[src/rtl/strap_cfg_pkg.sv]
package strap_cfg_pkg;

  // Straps shared by all ports, captured during reset
  typedef struct packed {
    logic carint;
    logic scr_byp;
    logic lnk_chk;
    logic blink;
    logic stretch;
  } glob_strap_t;

  localparam int GLOB_STRAP_W = $bits(glob_strap_t);

  // Effective per-port configuration
  typedef struct packed {
    logic carint;
    logic scr_byp;
    logic lnk_chk;
    logic led_blink;
    logic led_stretch;
    logic an_en;
    logic fiber;
    logic fef_en;
    logic mlt3_en;
    logic sigdet_en;
    logic ten_en;
  } port_cfg_t;

  // A function is on when either source asks for it
  function automatic logic either_src(input logic strap_bit, input logic reg_bit);
    return strap_bit | reg_bit;
  endfunction

  // Both sources must agree, and fiber mode vetoes
  function automatic logic both_src(input logic pin_lvl, input logic reg_bit, input logic veto);
    return pin_lvl & reg_bit & ~veto;
  endfunction

  // Blink takes priority over stretch; returns {blink, stretch}
  function automatic logic [1:0] led_pick(input logic blink_req, input logic stretch_req);
    return {blink_req, stretch_req & ~blink_req};
  endfunction

endpackage

[src/rtl/strap_cfg_capture.sv]
module strap_cfg_capture #(
  parameter int WIDTH = 8
) (
  input  logic             clk,
  input  logic             rst_n,
  input  logic [WIDTH-1:0] pins_in,
  output logic [WIDTH-1:0] held_o
);

  // Transparent sampling while reset is low; frozen afterwards
  always_ff @(posedge clk) begin
    if (!rst_n) held_o <= pins_in;
  end

endmodule

[src/rtl/strap_cfg_an_edge.sv]
module strap_cfg_an_edge #(
  parameter int SYNC_STAGES = 2
) (
  input  logic clk,
  input  logic rst_n,
  input  logic pin_async,
  output logic level_o,
  output logic rise_o
);

  logic [SYNC_STAGES-1:0] chain_q;
  logic                   prev_q;

  generate
    if (SYNC_STAGES < 2) begin : g_bad
      initial $fatal(1, "SYNC_STAGES must be at least 2");
    end
  endgenerate

  always_ff @(posedge clk or negedge rst_n) begin
    if (!rst_n) begin
      chain_q <= '0;
      prev_q  <= 1'b0;
    end else begin
      chain_q <= {chain_q[SYNC_STAGES-2:0], pin_async};
      prev_q  <= chain_q[SYNC_STAGES-1];
    end
  end

  assign level_o = chain_q[SYNC_STAGES-1];
  assign rise_o  = chain_q[SYNC_STAGES-1] & ~prev_q;

endmodule

[src/rtl/strap_cfg_port.sv]
module strap_cfg_port
  import strap_cfg_pkg::*;
(
  input  glob_strap_t straps_i,
  input  logic        strap_fiber_i,
  input  logic        reg_carint_i,
  input  logic        reg_scr_byp_i,
  input  logic        reg_lnk_chk_i,
  input  logic        reg_blink_i,
  input  logic        reg_stretch_i,
  input  logic        reg_an_en_i,
  input  logic        reg_fiber_i,
  input  logic        an_level_i,
  output port_cfg_t   cfg_o
);

  logic       fiber_w;
  logic [1:0] led_w;

  assign fiber_w = either_src(strap_fiber_i, reg_fiber_i);
  assign led_w   = led_pick(either_src(straps_i.blink, reg_blink_i),
                            either_src(straps_i.stretch, reg_stretch_i));

  always_comb begin
    cfg_o             = '0;
    cfg_o.fiber       = fiber_w;
    cfg_o.carint      = either_src(straps_i.carint, reg_carint_i);
    cfg_o.lnk_chk     = either_src(straps_i.lnk_chk, reg_lnk_chk_i);
    cfg_o.led_blink   = led_w[1];
    cfg_o.led_stretch = led_w[0];
    // Fiber override wins over register control
    cfg_o.scr_byp     = fiber_w | either_src(straps_i.scr_byp, reg_scr_byp_i);
    cfg_o.an_en       = both_src(an_level_i, reg_an_en_i, fiber_w);
    cfg_o.fef_en      = fiber_w;
    cfg_o.mlt3_en     = ~fiber_w;
    cfg_o.sigdet_en   = fiber_w;
    cfg_o.ten_en      = ~fiber_w;
  end

endmodule

[src/rtl/strap_cfg_merge.sv]
module strap_cfg_merge
  import strap_cfg_pkg::*;
#(
  parameter int NPORTS      = 8,
  parameter int SYNC_STAGES = 2
) (
  input  logic              clk,
  input  logic              rst_n,
  input  logic              strap_carint,
  input  logic              strap_scr_byp,
  input  logic              strap_lnk_chk,
  input  logic              strap_led_blink,
  input  logic              strap_led_stretch,
  input  logic [NPORTS-1:0] strap_fiber,
  input  logic              an_pin,
  input  logic [NPORTS-1:0] reg_carint,
  input  logic [NPORTS-1:0] reg_scr_byp,
  input  logic [NPORTS-1:0] reg_lnk_chk,
  input  logic [NPORTS-1:0] reg_led_blink,
  input  logic [NPORTS-1:0] reg_led_stretch,
  input  logic [NPORTS-1:0] reg_an_en,
  input  logic [NPORTS-1:0] reg_fiber,
  output logic [NPORTS-1:0] cfg_carint,
  output logic [NPORTS-1:0] cfg_scr_byp,
  output logic [NPORTS-1:0] cfg_lnk_chk,
  output logic [NPORTS-1:0] cfg_led_blink,
  output logic [NPORTS-1:0] cfg_led_stretch,
  output logic [NPORTS-1:0] cfg_an_en,
  output logic [NPORTS-1:0] cfg_an_restart,
  output logic [NPORTS-1:0] cfg_fiber,
  output logic [NPORTS-1:0] cfg_fef_en,
  output logic [NPORTS-1:0] cfg_mlt3_en,
  output logic [NPORTS-1:0] cfg_sigdet_en,
  output logic [NPORTS-1:0] cfg_ten_en
);

  localparam int HELD_W = GLOB_STRAP_W + NPORTS;

  glob_strap_t              glob_pins_w;
  glob_strap_t              glob_held_w;
  logic [NPORTS-1:0]        fiber_held_w;
  logic [HELD_W-1:0]        straps_held;    // named for the checker
  logic                     an_level_w;
  logic                     an_rise_w;      // named for the checker
  logic [NPORTS-1:0]        restart_q;

  assign glob_pins_w = '{carint:  strap_carint,
                         scr_byp: strap_scr_byp,
                         lnk_chk: strap_lnk_chk,
                         blink:   strap_led_blink,
                         stretch: strap_led_stretch};

  strap_cfg_capture #(.WIDTH(HELD_W)) u_capture (
    .clk     (clk),
    .rst_n   (rst_n),
    .pins_in ({glob_pins_w, strap_fiber}),
    .held_o  (straps_held)
  );

  assign glob_held_w  = straps_held[HELD_W-1:NPORTS];
  assign fiber_held_w = straps_held[NPORTS-1:0];

  strap_cfg_an_edge #(.SYNC_STAGES(SYNC_STAGES)) u_an_edge (
    .clk       (clk),
    .rst_n     (rst_n),
    .pin_async (an_pin),
    .level_o   (an_level_w),
    .rise_o    (an_rise_w)
  );

  generate
    for (genvar p = 0; p < NPORTS; p++) begin : g_port
      port_cfg_t cfg_w;

      strap_cfg_port u_port (
        .straps_i      (glob_held_w),
        .strap_fiber_i (fiber_held_w[p]),
        .reg_carint_i  (reg_carint[p]),
        .reg_scr_byp_i (reg_scr_byp[p]),
        .reg_lnk_chk_i (reg_lnk_chk[p]),
        .reg_blink_i   (reg_led_blink[p]),
        .reg_stretch_i (reg_led_stretch[p]),
        .reg_an_en_i   (reg_an_en[p]),
        .reg_fiber_i   (reg_fiber[p]),
        .an_level_i    (an_level_w),
        .cfg_o         (cfg_w)
      );

      assign cfg_carint[p]      = cfg_w.carint;
      assign cfg_scr_byp[p]     = cfg_w.scr_byp;
      assign cfg_lnk_chk[p]     = cfg_w.lnk_chk;
      assign cfg_led_blink[p]   = cfg_w.led_blink;
      assign cfg_led_stretch[p] = cfg_w.led_stretch;
      assign cfg_an_en[p]       = cfg_w.an_en;
      assign cfg_fiber[p]       = cfg_w.fiber;
      assign cfg_fef_en[p]      = cfg_w.fef_en;
      assign cfg_mlt3_en[p]     = cfg_w.mlt3_en;
      assign cfg_sigdet_en[p]   = cfg_w.sigdet_en;
      assign cfg_ten_en[p]      = cfg_w.ten_en;
    end
  endgenerate

  // Restart strobe: one cycle per synchronized rising edge, copper ports only
  always_ff @(posedge clk or negedge rst_n) begin
    if (!rst_n) restart_q <= '0;
    else        restart_q <= {NPORTS{an_rise_w}} & ~cfg_fiber;
  end

  assign cfg_an_restart = restart_q;

endmodule

[config.mk]
export PLATFORM = sky130hd
export DESIGN_NAME = strap_cfg_merge
export DESIGN_NICKNAME = d
export VERILOG_FILES = /design/src/rtl/strap_cfg_pkg.sv /design/src/rtl/strap_cfg_capture.sv /design/src/rtl/strap_cfg_an_edge.sv /design/src/rtl/strap_cfg_port.sv /design/src/rtl/strap_cfg_merge.sv
export SDC_FILE = /design/constraint.sdc
export NUM_CORES = 1
export LEC_CHECK = 0
export BUFFER_PORTS_ARGS = -buffer_cell sky130_fd_sc_hd__buf_2
export CAP_MARGIN = 30
export CORE_MARGIN = 1
export CORE_UTILIZATION = 36
export DETAILED_ROUTE_END_ITERATION = 7
export PLACE_DENSITY = 0.89
export SLEW_MARGIN = 20
export SYNTH_ARGS = -nofsm -noshare
export SYNTH_HDL_FRONTEND = slang
export SYNTH_SLANG_ARGS = --single-unit
[constraint.sdc]
create_clock -name clk -period 1.6 [get_ports clk]
set_input_delay 0.32 -clock clk [delete_from_list [all_inputs] [get_ports clk]]
set_output_delay 0.32 -clock clk [all_outputs]
set_load 0.01 [all_outputs]
* Word-level counts from Yosys, hierarchy flattened
Index checks and enable logic that the tools add are counted.
Widths: inputs -> output; s select.
** Storage, ports and cells
- Flip-flop bits (word level) :: 24
- Latch bits :: 0
- Bits in writable memories :: 0
- Bits in read-only memories :: 0
- Output and inout bits :: 96
- Memories kept :: 0
** Operators by class
- Add/subtract/negate cells :: 0
- $mul :: 0
- Divide/modulo/power cells :: 0
- $lt $le $gt $ge :: 0
- Eq/ne operators :: 0
- Shift operators :: 0
- Muxes and demuxes :: 0
- Bitwise logic cells :: 100
- Reductions and logical operators :: 0
** Operator list (count)
- $or 1x1->1 :: 56
- $and 1x1->1 :: 25
- $not 1->1 :: 17
- $and 8x8->8 :: 1
- $not 8->8 :: 1

* Logic depth before layout (Yosys ltp)
- Depth after elaboration :: 3
- Gate-level depth with buffers :: 3
- Gate-level depth less buffers :: 2

* Cells and area by module
Synthesis repeated with hierarchy kept, for this count alone.
** Unflattened totals
- Cell total of the unflattened synthesis :: 146
- Area, all modules :: 1413.9 um2
** By module, submodules not included
- strap_cfg_port :: instances 8, cells an instance 14, area an instance 85.1 um2, sequential area each 0.0 um2
- strap_cfg_capture :: instances 1, cells an instance 14, area an instance 394.1 um2, sequential area each 390.4 um2
- strap_cfg_merge :: instances 1, cells an instance 16, area an instance 250.2 um2, sequential area each 200.2 um2
- strap_cfg_an_edge :: instances 1, cells an instance 4, area an instance 88.8 um2, sequential area each 75.1 um2

* Worst setup path after synthesis
OpenSTA, ideal clock, no wires.
- Path kind :: flip-flop to output port
- Start :: register u_capture.held_o[0]
- End :: output cfg_fef_en[0]
- Arrival :: 0.933 ns
- Data required time :: 1.280 ns
- Setup slack :: 0.347 ns
- Cell stages (with the launch flop) :: 4
- Path buffers :: 1
- Cells stage by stage :: edfxtp_1 nor2_1 inv_1 buf_4
** Between the ends
- Word-level cells in the longest chain between the ends :: 1
** RTL lines
- start, declared :: RTL line strap_cfg_capture.sv:7 : output logic [WIDTH-1:0] held_o
- start signal, assigned :: RTL line strap_cfg_capture.sv:12 : if (!rst_n) held_o <= pins_in;
- $or 1x1->1 :: RTL line strap_cfg_pkg.sv:31 : return strap_bit | reg_bit;
- end, declared :: RTL line strap_cfg_merge.sv:31 : output logic [NPORTS-1:0] cfg_fef_en,
Every way passes these cells.

* Worst setup path after layout
- Start :: register u_capture.held_o[9]
- End :: output cfg_led_stretch[6]
** Between the ends
- Word-level cells in the longest chain between the ends :: 3
** RTL lines
- $or 1x1->1 :: RTL line strap_cfg_pkg.sv:31
- $not 1->1 :: RTL line strap_cfg_pkg.sv:41 : return {blink_req, stretch_req & ~blink_req};
- $and 1x1->1 :: RTL line strap_cfg_pkg.sv:41
- end, declared :: RTL line strap_cfg_merge.sv:27 : output logic [NPORTS-1:0] cfg_led_stretch,
Every way passes these cells.

==> results.sh <==
export IMPL_critPathTopFamily="flip-flops"
export IMPL_ctsHtreeMaxLevel=1
export IMPL_rr_startpoint="u_an_edge.chain_q[1]"
export IMPL_hp_class="in -> reg"
export IMPL_avgSynthCellArea_um2=9.50
export IMPL_path_class="reg -> out"
export IMPL_pin_count=168
export IMPL_rows=22
export IMPL_ir_drop_mv=0.518
export IMPL_final_setup_skew_ns=0.00362
export IMPL_r2r_end="cfg_an_restart[5]"
export IMPL_fp_dieArea_mm2=0.00419
export IMPL_yosys_register_bits=24
export IMPL_startpoint_type="register"
export IMPL_syn_nets=221
export IMPL_grt_pass1_vias=1224
export IMPL_fin_nets=360
export IMPL_drc=0
export IMPL_grt_pass1_wl_mm=5.57
export IMPL_worst_pin_slew_ns=0.589
export IMPL_syn_cell_area_mm2=0.00142
export IMPL_final_cells=335
export IMPL_grt_overflow=0
export IMPL_finalHoldViolCount=0
export IMPL_num_antenna_cells=0
export IMPL_root_buffer="clkbuf_8"
export IMPL_port_buffers=167
export IMPL_syn_inst=149
export IMPL_fin_util_pct=57.3
export IMPL_design_power_total_mw=1.49
export IMPL_synth_cell_types=16
export IMPL_cap_violations=0
export IMPL_whs_ns=0.167
export IMPL_path_max_fanout=8
export IMPL_vias=1419
export IMPL_cts_tree="yes"
export IMPL_rsz0062_at_grt="yes"
export IMPL_cp_arrival_ns=1.24
export IMPL_p_per_area_mw_per_mm2=701
export IMPL_outcome="completed"
export IMPL_worst_ep_required_time_ns=1.28
export IMPL_antenna_found_initial=0
export IMPL_fin_crit_ns=1.56
export IMPL_synthToLayoutAreaGrowth_pct=50.6
export IMPL_hold_end="u_an_edge.chain_q[0]"
export IMPL_r2r_slack_ns=0.32
export IMPL_hold_depth=1
export IMPL_cts_buffers=3
export IMPL_cts_sinks=24
export IMPL_path_cells="or2_1 -> nor2_1 -> buf_2"
export IMPL_ys_warnings_count=0
export IMPL_crit_path_max_incr_delay_ns=0.47
export IMPL_dp_cells=330
export IMPL_dp_hpwl_mm=3.11
export IMPL_grt_max_degree=14
export IMPL_place_area_mm2=0.00206
export IMPL_finalSetupViolCount=0
export IMPL_ant_nets=0
export IMPL_relSlewSlack_pct=60.7
export IMPL_crit_path_end_kind="output port"
export IMPL_coreArea_mm2=0.00372
export IMPL_clock_path_buffers=2
export IMPL_slew_violations=0
export IMPL_fp_dieW_um=64.7
export IMPL_clk_pin_slew_ns=0.08
export IMPL_ff2ff_path_depth=2
export IMPL_p_leak_nw=1.17
export IMPL_worst_path_buf_inv=1
export IMPL_yosysSeqAreaShare_pct=47.0
export IMPL_clk_latency_ns=0.26
export IMPL_vias_per_cell=4.24
export IMPL_finalWeightedCongestion=0.782
export IMPL_post_drt_wl_per_cell_um=11.2
export IMPL_max_freq_mhz=642
export IMPL_drtIter0Drc=39
export IMPL_grt_usage_pct=17.4
export IMPL_holdCritStartpoint="an_pin"
export IMPL_crit_slowest_cell="edfxtp_1"
export IMPL_wirelength_mm=3.74
export IMPL_die_h_um=64.7
export IMPL_cts_setup_buffers=0
export IMPL_dr_pass1_iters=4
export IMPL_layout_drive_gt1_share_pct=73.5
export IMPL_fin_crit_sh_pct=97.3
export IMPL_initial_core_util_pct=38.1
export IMPL_design_area_mm2=0.00213
cell usage in the layout (no fill, tap or decap), types with 3 or more instances in the layout:
cell      instances
clkbuf_8          3
buf_2           167
nor2_2            8
inv_1             9
nor3_2            7
edfxtp_1         13
nand2_1           8
or2_2            16
dfrtp_1          11
nor2_1           24
or2_1             8
and3_2            8
registers in the layout, indices dropped and copies added (netlist names):
name and cells:
u_capture.held_o 13, u_an_edge.prev_q 1, u_an_edge.chain_q 2, cfg_an_restart 8
synthesized netlist by cell type:
library cell	n	area (µm²)
and3_2	8	60.1
buf_2	1	5.00
buf_4	32	240
buf_6	1	11.3
clkbuf_1	1	3.75
dfrtp_1	11	275
edfxtp_1	13	390
inv_1	9	33.8
nand2_1	8	30.0
nand2b_1	1	6.26
nor2_1	31	116
nor2_2	1	6.26
nor3_2	7	70.1
nor3_4	1	16.3
or2_1	8	50.1
or2_2	16	100
report_power, final:
part           switching (mW)  internal, mW
sequential             0.0387         0.694
clock                   0.177         0.177
combinational           0.207         0.200
total                   0.423          1.07
metrics by stage:
step,TNS [ns],setup WS (ns)
floorplan,0,0.347
global placement,0,0.303
detailed placement,0,0.268
CTS,0,0.00316
global route,-0.108,-0.0297
finish,0,0.0432
per-layer routing:
metal | up-vias | GRT usage [%] | part of all wire (%) | wire length, µm
li1 | 711 | - | - | -
met1 | 642 | 20.2 | 39 | 1450
met2 | 64 | 33.0 | 55 | 2060
met3 | 2 | 3.35 | 5.7 | 213
met4 | 0 | 3.06 | 0.27 | 10
met5 | - | 0 | 0 | 0
cell families after synthesis:
logic type	share of synthesized area (%)
AND/OR/NAND/NOR	32.2
flip-flops	47.0
buffers and inverters	20.8
cell type report:
type	instances	area, µm²
fill	347	1590
clock buffer	4	45.0
sequential	24	666
multi-input combinational	81	473
tap	48	60.1
inverter	9	33.8
timing repair buffer	169	853
timing repair:
action / CTS / global route
hold endpoints to repair: 11 / 0
endpoints found under the setup margin: 0 / 16
resized for setup: 0 / 7
hold buffers: 1 / 0
worst max path at each step:
stage,start,end,cells past startpoint,slack [ns]
final,u_capture.held_o[9],cfg_led_stretch[6],3,0.04
after global routing,u_capture.held_o[9],cfg_led_stretch[5],3,-0.03
after CTS,u_capture.held_o[6],cfg_an_en[6],3,0.003
after detailed placement,u_an_edge.chain_q[1],cfg_an_restart[5],2,0.27
after global placement,u_an_edge.chain_q[1],cfg_an_restart[5],2,0.30
after floorplan,u_capture.held_o[0],cfg_fef_en[0],3,0.35
Note: power is estimated with default switching activity, not from simulation.
